<file path="config.mk">
export PLATFORM = sky130hd
export DESIGN_NAME = irl_lvl_encoder
export DESIGN_NICKNAME = d
export VERILOG_FILES = /design/src/rtl/irl_enc_pkg.sv /design/src/rtl/irl_soft_bank.sv /design/src/rtl/irl_line_capture.sv /design/src/rtl/irl_level_merge.sv /design/src/rtl/irl_lvl_encoder.sv
export SDC_FILE = /design/constraint.sdc
export NUM_CORES = 1
export LEC_CHECK = 0
export BUFFER_PORTS_ARGS = -buffer_cell sky130_fd_sc_hd__buf_4
export CAP_MARGIN = 20
export CORE_UTILIZATION = 39
export DETAILED_ROUTE_END_ITERATION = 8
export PLACE_DENSITY = 0.81
export SLEW_MARGIN = 10
export SYNTH_ARGS = -nofsm -noshare
export SYNTH_HDL_FRONTEND = slang
export SYNTH_SLANG_ARGS = --single-unit
</file>
<file path="constraint.sdc">
create_clock -name clk -period 1.15 [get_ports clk]
set_input_delay 0.115 -clock clk [delete_from_list [all_inputs] [get_ports clk]]
set_output_delay 0.115 -clock clk [all_outputs]
set_load 0.01 [all_outputs]
</file>
<file path="src/rtl/irl_enc_pkg.sv">
package irl_enc_pkg;
    localparam int DW       = 32;
    localparam int BE_W     = DW / 8;
    localparam int LVLS     = 16;
    localparam int SOFT_SH  = 16;
    localparam int TMR_BIT  = 14;
    localparam int L15_BIT  = 15;
    localparam int HARD_W   = 14;
    localparam logic [DW-1:0] SOFT_MASK = 32'hFFFE_0000;
    localparam int OFF_PEND = 0;
    localparam int OFF_CLR  = 1;
    localparam int OFF_SET  = 2;

    typedef struct packed {
        logic              tmr;
        logic              l15;
        logic              ack;
        logic [HARD_W-1:0] hard;
    } line_st_t;
endpackage

</file>
<file path="src/rtl/irl_soft_bank.sv">
module irl_soft_bank
    import irl_enc_pkg::*;
(
    input  logic          clk,
    input  logic          rst_n,
    input  logic          set_en,
    input  logic          clr_en,
    input  logic [DW-1:0] wdata,
    output logic [DW-1:0] soft_d,
    output logic [DW-1:0] soft_q
);
    logic [DW-1:0] set_bits;
    logic [DW-1:0] clr_bits;

    always_comb begin
        set_bits = set_en ? (wdata & SOFT_MASK) : '0;
        clr_bits = clr_en ? (wdata & SOFT_MASK) : '0;
        soft_d   = (soft_q | set_bits) & ~clr_bits;
    end

    always_ff @(posedge clk or negedge rst_n) begin
        if (!rst_n) soft_q <= '0;
        else        soft_q <= soft_d;
    end
endmodule

</file>
<file path="src/rtl/irl_line_capture.sv">
module irl_line_capture
    import irl_enc_pkg::*;
(
    input  logic              clk,
    input  logic              rst_n,
    input  logic              timer_in,
    input  logic              bcast15_in,
    input  logic              ack15,
    input  logic              is_target,
    input  logic [HARD_W-1:0] hard_status,
    output line_st_t          line_d,
    output line_st_t          line_q
);
    always_comb begin
        line_d.tmr  = timer_in;
        line_d.ack  = bcast15_in & (line_q.ack | ack15);
        line_d.l15  = bcast15_in & ~line_d.ack;
        line_d.hard = is_target ? hard_status : '0;
    end

    always_ff @(posedge clk or negedge rst_n) begin
        if (!rst_n) line_q <= '0;
        else        line_q <= line_d;
    end
endmodule

</file>
<file path="src/rtl/irl_level_merge.sv">
module irl_level_merge
    import irl_enc_pkg::*;
(
    input  logic            clk,
    input  logic            rst_n,
    input  logic [DW-1:0]   soft_nxt,
    input  logic            tmr_nxt,
    input  logic            l15_nxt,
    input  logic [LVLS-1:1] hard_level,
    input  logic            global_dis,
    output logic [LVLS-1:0] irl_q
);
    logic [LVLS-1:0] irl_d;

    assign irl_d[0] = 1'b0;

    genvar lv;
    generate
        for (lv = 1; lv < LVLS; lv++) begin : g_lvl
            logic side;
            if (lv == TMR_BIT) begin : g_tmr
                assign side = tmr_nxt & ~global_dis;
            end else if (lv == L15_BIT) begin : g_l15
                assign side = l15_nxt & ~global_dis;
            end else begin : g_none
                assign side = 1'b0;
            end
            assign irl_d[lv] = hard_level[lv] | soft_nxt[lv + SOFT_SH] | side;
        end
    endgenerate

    always_ff @(posedge clk or negedge rst_n) begin
        if (!rst_n) irl_q <= '0;
        else        irl_q <= irl_d;
    end
endmodule

</file>
<file path="src/rtl/irl_lvl_encoder.sv">
module irl_lvl_encoder
    import irl_enc_pkg::*;
#(
    parameter int ADDR_W = 4
) (
    input  logic               clk,
    input  logic               rst_n,
    input  logic               acc_en,
    input  logic               acc_wr,
    input  logic [ADDR_W-1:0]  acc_off,
    input  logic [BE_W-1:0]    acc_be,
    input  logic [DW-1:0]      acc_wdata,
    output logic [DW-1:0]      acc_rdata,
    input  logic               timer_in,
    input  logic               bcast15_in,
    input  logic               is_target,
    input  logic [HARD_W-1:0]  hard_status,
    input  logic [LVLS-1:1]    hard_level,
    input  logic               global_dis,
    output logic [LVLS-1:0]    irl_o
);
    logic          acc_ok;
    logic          wr_set;
    logic          wr_clr;
    logic [DW-1:0] soft_d;
    logic [DW-1:0] soft_q;
    line_st_t      line_d;
    line_st_t      line_q;
    logic [DW-1:0] pend_q;

    always_comb begin
        acc_ok = acc_en & (&acc_be);
        wr_set = acc_ok & acc_wr & (acc_off == ADDR_W'(OFF_SET));
        wr_clr = acc_ok & acc_wr & (acc_off == ADDR_W'(OFF_CLR));
        pend_q = soft_q;
        pend_q[L15_BIT]    = line_q.l15;
        pend_q[TMR_BIT]    = line_q.tmr;
        pend_q[HARD_W-1:0] = line_q.hard;
        acc_rdata = (acc_ok & ~acc_wr & (acc_off == ADDR_W'(OFF_PEND))) ? pend_q : '0;
    end

    irl_soft_bank u_soft (
        .clk    (clk),
        .rst_n  (rst_n),
        .set_en (wr_set),
        .clr_en (wr_clr),
        .wdata  (acc_wdata),
        .soft_d (soft_d),
        .soft_q (soft_q)
    );

    irl_line_capture u_line (
        .clk         (clk),
        .rst_n       (rst_n),
        .timer_in    (timer_in),
        .bcast15_in  (bcast15_in),
        .ack15       (wr_clr & acc_wdata[L15_BIT]),
        .is_target   (is_target),
        .hard_status (hard_status),
        .line_d      (line_d),
        .line_q      (line_q)
    );

    irl_level_merge u_merge (
        .clk        (clk),
        .rst_n      (rst_n),
        .soft_nxt   (soft_d),
        .tmr_nxt    (line_d.tmr),
        .l15_nxt    (line_d.l15),
        .hard_level (hard_level),
        .global_dis (global_dis),
        .irl_q      (irl_o)
    );
endmodule

</file>
# Word level (Yosys, flattened, before mapping)
# Cells that the tools add are included.
# op_classes
eq_ne,2
muxes,4
n_bitwise,35
n_reduce_logical,2
# op_table
cell,n
32-bit 2-to-1 mux,3
32-bit AND,1
32-bit NOT,1
32-bit bitwise OR,1
1-bit bitwise OR,18
14-bit 2-to-1 mux,1
1-bit AND,11
4-bit by 1-bit == test with 1-bit output (second input constant),1
4-bit by 2-bit == test with 1-bit output (second input constant),1
4-bit zero test,1
4-bit AND reduction,1
1-bit NOT,3
# word_totals
register_bits,64
input_bits,77
out_inout_bits,48

# Logic depth before layout (Yosys ltp)
# Gate-level depths: netlist of run 1.
# logic_depth
word_depth,11
depth_mapped,6
depth_no_buf,4

# Modules after synthesis
# From an unflattened synthesis of run 1, not the netlist that was laid out.
# hier_totals
hier_cells,238
hier_area_um2,2553.7
# by_module_without_submodules
module,n_inst,cells_per_inst,area_per_inst_um2
irl_soft_bank,1,82,800.8
irl_lvl_encoder,1,85,700.7
irl_line_capture,1,35,559.3
irl_level_merge,1,36,493.0

# Worst setup path before layout of run 1
# OpenSTA, ideal clock, no wires.
# synth_path
path_type,input port to flip-flop
startpoint,in acc_off[2]
endpoint,reg u_merge.irl_q[11]
setup_time_ns,0.124
arrival_time_ns,1.087
required_ns,1.026
slack_ns,-0.061
cell_stages,5
cell_sequence,nand4bb_4 > nor3_4 > buf_8 > a21oi_2 > or2_1
# synth_via
elab_chain_cells,6
elab_cells_between_ends,10
classes_between,2 x eq/ne; 2 x mux; 6 x bitwise
# synth_lines
item,line_no,source
from (decl),irl_lvl_encoder.sv:10,"input logic [ADDR_W-1:0] acc_off,"
4-bit by 2-bit == test with 1-bit output / 4-bit by 1-bit == test with 1-bit output (equally long branches),"irl_lvl_encoder.sv:33, irl_lvl_encoder.sv:34",
"1-bit AND, on equally long branches","irl_lvl_encoder.sv:33, irl_lvl_encoder.sv:34",
"32-bit 2-to-1 mux, on equally long branches","irl_soft_bank.sv:16, irl_soft_bank.sv:17",
32-bit bitwise OR / 32-bit NOT (equally long branches),irl_soft_bank.sv:18,soft_d = (soft_q | set_bits) & ~clr_bits;
32-bit AND (*),irl_soft_bank.sv:18,
via soft_d[27],irl_lvl_encoder.sv:25,logic [DW-1:0] soft_d;
1-bit bitwise OR (*),irl_level_merge.sv:28,assign irl_d[lv] = hard_level[lv] | soft_nxt[lv + SOFT_SH] | side;
via u_merge.irl_d[11],irl_level_merge.sv:13,logic [LVLS-1:0] irl_d;
to (signal assigned),irl_level_merge.sv:34,else irl_q <= irl_d;
to (decl),irl_level_merge.sv:11,output logic [LVLS-1:0] irl_q
# The timed path passes the listed nets; every way through them passes the cells marked *.

# Worst setup path after layout of run 1
# layout_path
startpoint,in acc_off[2]
endpoint,out acc_rdata[8]
# layout_via
elab_chain_cells,3
# layout_lines
item,line_no,source
4-bit zero test,irl_lvl_encoder.sv:39,acc_rdata = (acc_ok & ~acc_wr & (acc_off == ADDR_W'(OFF_PEND))) ? pend_q : '0;
1-bit AND,irl_lvl_encoder.sv:39,
32-bit 2-to-1 mux,irl_lvl_encoder.sv:39,
to (decl),irl_lvl_encoder.sv:13,"output logic [DW-1:0] acc_rdata,"
# No other way between the ends.

==> results of run 1 <==
critical path: stages:
cell	delay, ps
buf_6	90
nand4bb_4	240
nor4_4	240
buf_4	180
buf_6	120
and2_1	140
buf_4	120
how the worst max path moves through the flow:
stage | startpoint | end | depth (start not counted)
floorplan | acc_off[2] | acc_rdata[0] | 4
global placement | acc_off[2] | acc_rdata[30] | 6
detailed placement | acc_off[2] | acc_rdata[28] | 6
CTS | acc_off[2] | acc_rdata[28] | 7
global route | acc_off[2] | acc_rdata[14] | 7
finish | acc_off[2] | acc_rdata[8] | 7
state kept, by name (all words and copies together) (netlist names):
name and cells:
u_soft.soft_q 15, u_merge.irl_q 15, u_line.line_q 17
cells by family after synthesis:
kind of cell | synth area share
buf+inv | 0.0378
flops | 0.547
simple gates | 0.272
other cells | 0.00174
compound gates | 0.142
cell usage in the layout, fill, tap and decap left out, types with 2 or more instances in the layout:
master         instances
buf_6                 25
conb_1                 2
and2b_1                8
and2_4                20
dfrtp_1               47
a41oi_2                5
dlygate4sd3_1         16
a41oi_1               10
and2_1                26
nor2b_1                7
buf_12                 2
or2_1                 13
a21oi_2               10
buf_4                 97
a211o_1                2
clkbuf_8               5
a21oi_1                5
what timing repair did:
action | CTS | global route
cloned | 2 | 0
setup buffers | 3 | 1
endpoints found under the hold margin | 60 | 2
pin swaps | 14 | 4
resized for setup | 37 | 12
setup endpoints to repair | 31 | 36
hold buffers | 14 | 2
final cells by class:
cell class                 count  area [um^2]  share of cell area
timing repair buffer         140         1210               0.343
sequential                    47         1180               0.334
multi-input combinational    119          971               0.275
tap                           70         87.6              0.0248
clock buffer                   5         68.8              0.0195
clock inverter                 1         7.51             0.00213
inverter                       1         3.75             0.00106
per-layer routing:
layer,share of wire,vias up
met5,0,-
met4,0.0093,0
met3,0.066,6
met2,0.51,70
met1,0.41,855
li1,-,869
power by group:
part	internal (mW)	leakage [nW]	switching, mW	total (mW)
clock	0.404	0.0361	0.514	0.919
sequential	1.72	0.599	0.0242	1.74
combinational	0.293	1.09	0.194	0.487
==> impl_metrics.tcl, run 1 <==
set metrics [dict create \
    clkSinkCount 47 \
    post-route-period-util 1.19 \
    placement_rows 26 \
    ys_async_sr_fraction 1.00 \
    cp_data_required_time_ps 1030 \
    grt_max_degree 48 \
    fin_crit_ps 1370 \
    status "complete, but fails checks" \
    crit_path_end_kind "primary output" \
    fin_area_um2 3520 \
    finalPower_mw 3.15 \
    crit_fanout 8 \
    grtUsageMet1 0.231 \
    hp-start "hard_level[2]" \
    grt_first_pass_wirelength_um 8890 \
    whs_endpoint "u_merge.irl_q[2]" \
    rr_startpoint "u_soft.soft_q[30]" \
    post-route-drc-count 0 \
    clockBufferDepth 2 \
    synthesis.instances 179 \
    dp_slack_ps -235 \
    fillCellCount 426 \
    cellLeakagePower_nw 1.73 \
    fin_cells 383 \
    hold_path_depth 2 \
    yosysWarnings 0 \
    die_y_um 76.3 \
    met2_usage 0.342 \
    max_slew.worst_pin.slew_ps 587 \
    wl_um 5470 \
    ys_types 27 \
    hpwl_um 3880 \
    final_layout_size_suffix_gt1_frac 0.546 \
    ys_top_cells_by_area "dfrtp_1 (55%), and2_1 (13%), a21oi_2 (4.1%)" \
    die-area_um2 5820 \
    track_usage 0.195 \
    start_util 0.413 \
    yosysSeqAreaShare 0.547 \
    busiest_layer "met2" \
    tns_ps -5500 \
    placed_cells 356 \
    finish.utilization 0.677 \
    slew_viol_final 0 \
    drt_iter0_drc 50 \
    viasPerCell 4.70 \
    cts.reportedPaths.clkPinSlew_ps 80 \
    relSlewSlack 0.609 \
    fin_hold_ws_ps 9.34 \
    core-area_um2 5200 \
    place_congestion 0.748 \
    clk_latency_ps 290 \
    yosysTopAreaCell "dfrtp_1" \
    synth_edf_count 0 \
    first_pass_iters 4 \
    ant_nets 0 \
    syn_avg_cell_area_um2 12.0 \
    finalClockSkew_ps 4.91 \
    hp-class "input port to register" \
    r2r_cells 3 \
    htreeDepth 2 \
    grt_pass1_vias 1841 \
    finalSetupViolations 31 \
    antenna_found_initial 0 \
    violations "setup timing" \
    r2r-end "u_merge.irl_q[14]" \
    hold_viol_final 0 \
    synthFlopType "dfrtp_1" \
    worstSetupPathType "input port to primary output" \
    area_growth_pct 63.8 \
    timing.fmax_ghz 0.732 \
    synth_area_um2 2150 \
    num_vias 1800 \
    drv_cap 0 \
    critPathLaunchType "input port" \
    synth.most_common_cell "dfrtp_1" \
    netlist.area_leader.share 0.547 \
    pin_count 125 \
    worst_slack_ps -216 \
    nets 391 \
    numPortBuffers 106 \
    grt_overflow_total 0 \
    rsz0062_at_grt "yes" \
    reg2reg_slack_ps 150 \
    ys_ff_latch 47 \
    cts-root-buf "clkbuf_8" \
    powerDensity_nw_per_um2 894 \
    routedWlPerCell_um 14.3 \
    met3_usage 0.0587 \
    cts_buffers 5 \
    n_antenna_cell 0 \
    die_x_um 76.3 \
    placed_area_um2 3100 \
    critPathArrivalTime_ps 1250 \
    cts_tree "done" \
    ys_top_cells_by_count "dfrtp_1 (47), and2_1 (46), or2_1 (13)" \
    vdd_drop_max_uv 689 \
]
(Power assumes the default switching activity.)
==> run 2, diff against run 1 <==
--- a/config.mk
+++ b/config.mk
@@ -8,8 +8,10 @@
 export BUFFER_PORTS_ARGS = -buffer_cell sky130_fd_sc_hd__buf_4
 export CAP_MARGIN = 20
 export CORE_UTILIZATION = 39
+export CTS_CLUSTER_SIZE = 12
 export DETAILED_ROUTE_END_ITERATION = 8
 export PLACE_DENSITY = 0.81
+export RECOVER_POWER = 100
 export SLEW_MARGIN = 10
 export SYNTH_ARGS = -nofsm -noshare
 export SYNTH_HDL_FRONTEND = slang
==> impl_metrics.tcl, run 2 (same netlist as run 1, synthesis figures left out) <==
set metrics [dict create \
    placement_rows 26 \
    hpwl_um 3880 \
    nets 391 \
    status "complete, but fails checks" \
    hold_viol_final 0 \
    finish.utilization 0.658 \
    max_slew.worst_pin.slew_ps 638 \
    internal-power_mw 2.39 \
    rr_startpoint "u_soft.soft_q[30]" \
    ant_nets 0 \
    critPathArrivalTime_ps 1260 \
    reg2reg_slack_ps 150 \
    reg_top3 "u_line.line_q x17, u_merge.irl_q x15, u_soft.soft_q x15" \
    violations "setup timing" \
    finalPower_mw 3.11 \
    r2r_cells 3 \
    placed_cells 356 \
    placed_area_um2 3100 \
    die_y_um 76.3 \
    power_frac_clock 0.293 \
    slew_viol_final 0 \
    track_usage 0.195 \
    antenna_found_initial 0 \
    core-area_um2 5200 \
    pin_count 125 \
    die_x_um 76.3 \
    cellLeakagePower_nw 1.64 \
    vdd_drop_max_uv 681 \
    mostFrequentLayoutCells "buf_4 (75), dfrtp_1 (47), buf_6 (23)" \
    fin_crit_ps 1370 \
    relSlewSlack 0.575 \
    grt_overflow_total 0 \
    grt_pass1_vias 1841 \
    wl_um 5460 \
    numPortBuffers 106 \
    crit_path_end_kind "primary output" \
    start_util 0.413 \
    place_congestion 0.748 \
    post-route-drc-count 0 \
    critPathLaunchType "input port" \
    crit_end "acc_rdata[8]" \
    fin_hold_ws_ps 10.3 \
    r2r-end "u_merge.irl_q[14]" \
    hp-class "input port to register" \
    combPwrFrac 0.147 \
    clkSinkCount 47 \
    num_vias 1817 \
    hp-start "hard_level[2]" \
    routedWlPerCell_um 14.3 \
    cts-root-buf "clkbuf_8" \
    fillCellCount 451 \
    p_sw_uw 723 \
    worst_slack_ps -220 \
    cp_data_required_time_ps 1030 \
    finalSetupViolations 45 \
    timing.fmax_ghz 0.730 \
    clockBufferDepth 2 \
    seq_area_um2 1180 \
    cts_tree "done" \
    regMostFlops "u_line.line_q" \
    cts.reportedPaths.clkPinSlew_ps 80 \
    drt_iter0_drc 65 \
    swShare 0.232 \
    clk_latency_ps 290 \
    drv_cap 0 \
    fin_area_um2 3420 \
    crit_start "acc_off[2]" \
    p_seq_frac 0.560 \
    mostFrequentLayoutCell "buf_4" \
    crit_fanout 8 \
    powerDensity_nw_per_um2 910 \
    multi_input_area_um2 952 \
    fin_cells 383 \
    die-area_um2 5820 \
    tns_ps -6580 \
    first_pass_iters 4 \
    rsz0062_at_grt "yes" \
    dp_slack_ps -235 \
    cts_buffers 5 \
    grt_first_pass_wirelength_um 8890 \
    n_antenna_cell 0 \
    htreeDepth 2 \
    final_layout_size_suffix_gt1_frac 0.476 \
    finalClockSkew_ps 5.16 \
    largest_register_ffs 17 \
    grt_max_degree 48 \
    worstSetupPathType "input port to primary output" \
    post-route-period-util 1.19 \
    viasPerCell 4.74 \
    area_growth_pct 59.1 \
]
-- run 2: changes by cell type in the layout (fill, tap and decap cells not counted), moves of 4 or more --
| cell | before | now |
|---|---|---|
| and2_0 | 0 | 7 |
| and2_1 | 26 | 19 |
| clkbuf_4 | 0 | 4 |
| clkbuf_1 | 0 | 19 |
| buf_4 | 97 | 75 |
-- run 2: final cells by class --
cell class / count / area share
multi-input combinational: 119 / 0.278
clock buffer: 5 / 0.0201
inverter: 1 / 0.00110
clock inverter: 1 / 0.00219
tap: 70 / 0.0256
sequential: 47 / 0.343
timing repair buffer: 140 / 0.330
-- run 2: repair_timing --
item	4_1_cts	5_1_grt
hold buffers	14	2
endpoints found under the setup margin	31	36
gates cloned	2	0
endpoints found under the hold margin	60	2
resized for setup	37	12
buffers inserted	3	1
pin swaps	14	4
-- run 2: power groups by stage --
stage / Clock (mW) / Sequential (mW) / Combinational, mW
3_5_place_dp: 0 / 1.78 / 0.445
3_3_place_gp: 0 / 1.77 / 0.434
4_1_cts: 0.957 / 1.74 / 0.486
2_1_floorplan: 0 / 1.79 / 0.140
5_1_grt: 1.04 / 1.75 / 0.501
6_report: 0.912 / 1.74 / 0.459
-- run 2: worst min-delay path by stage --
stage	end	slack [ps]	cells past startpoint
after floorplan	u_line.line_q[0]	-180	0
after global placement	u_merge.irl_q[8]	150	1
after detailed placement	u_soft.soft_q[18]	160	1
after CTS	u_merge.irl_q[2]	0.2	2
after global routing	u_soft.soft_q[17]	0.2	2
final	u_merge.irl_q[2]	10	2
-- run 2: critical path: stages --
cell and delay [ps]:
buf_6 90, nand4bb_4 240, nor4_4 250, buf_4 180
buf_6 120, and2_1 140, buf_4 120
-- run 2: per-layer routing --
layer	vias to the layer above	part of all wire	GRT usage
met5	-	0	0
li1	869	-	-
met1	867	0.41	0.231
met3	6	0.068	0.0587
met2	75	0.51	0.342
met4	0	0.0093	0.0481
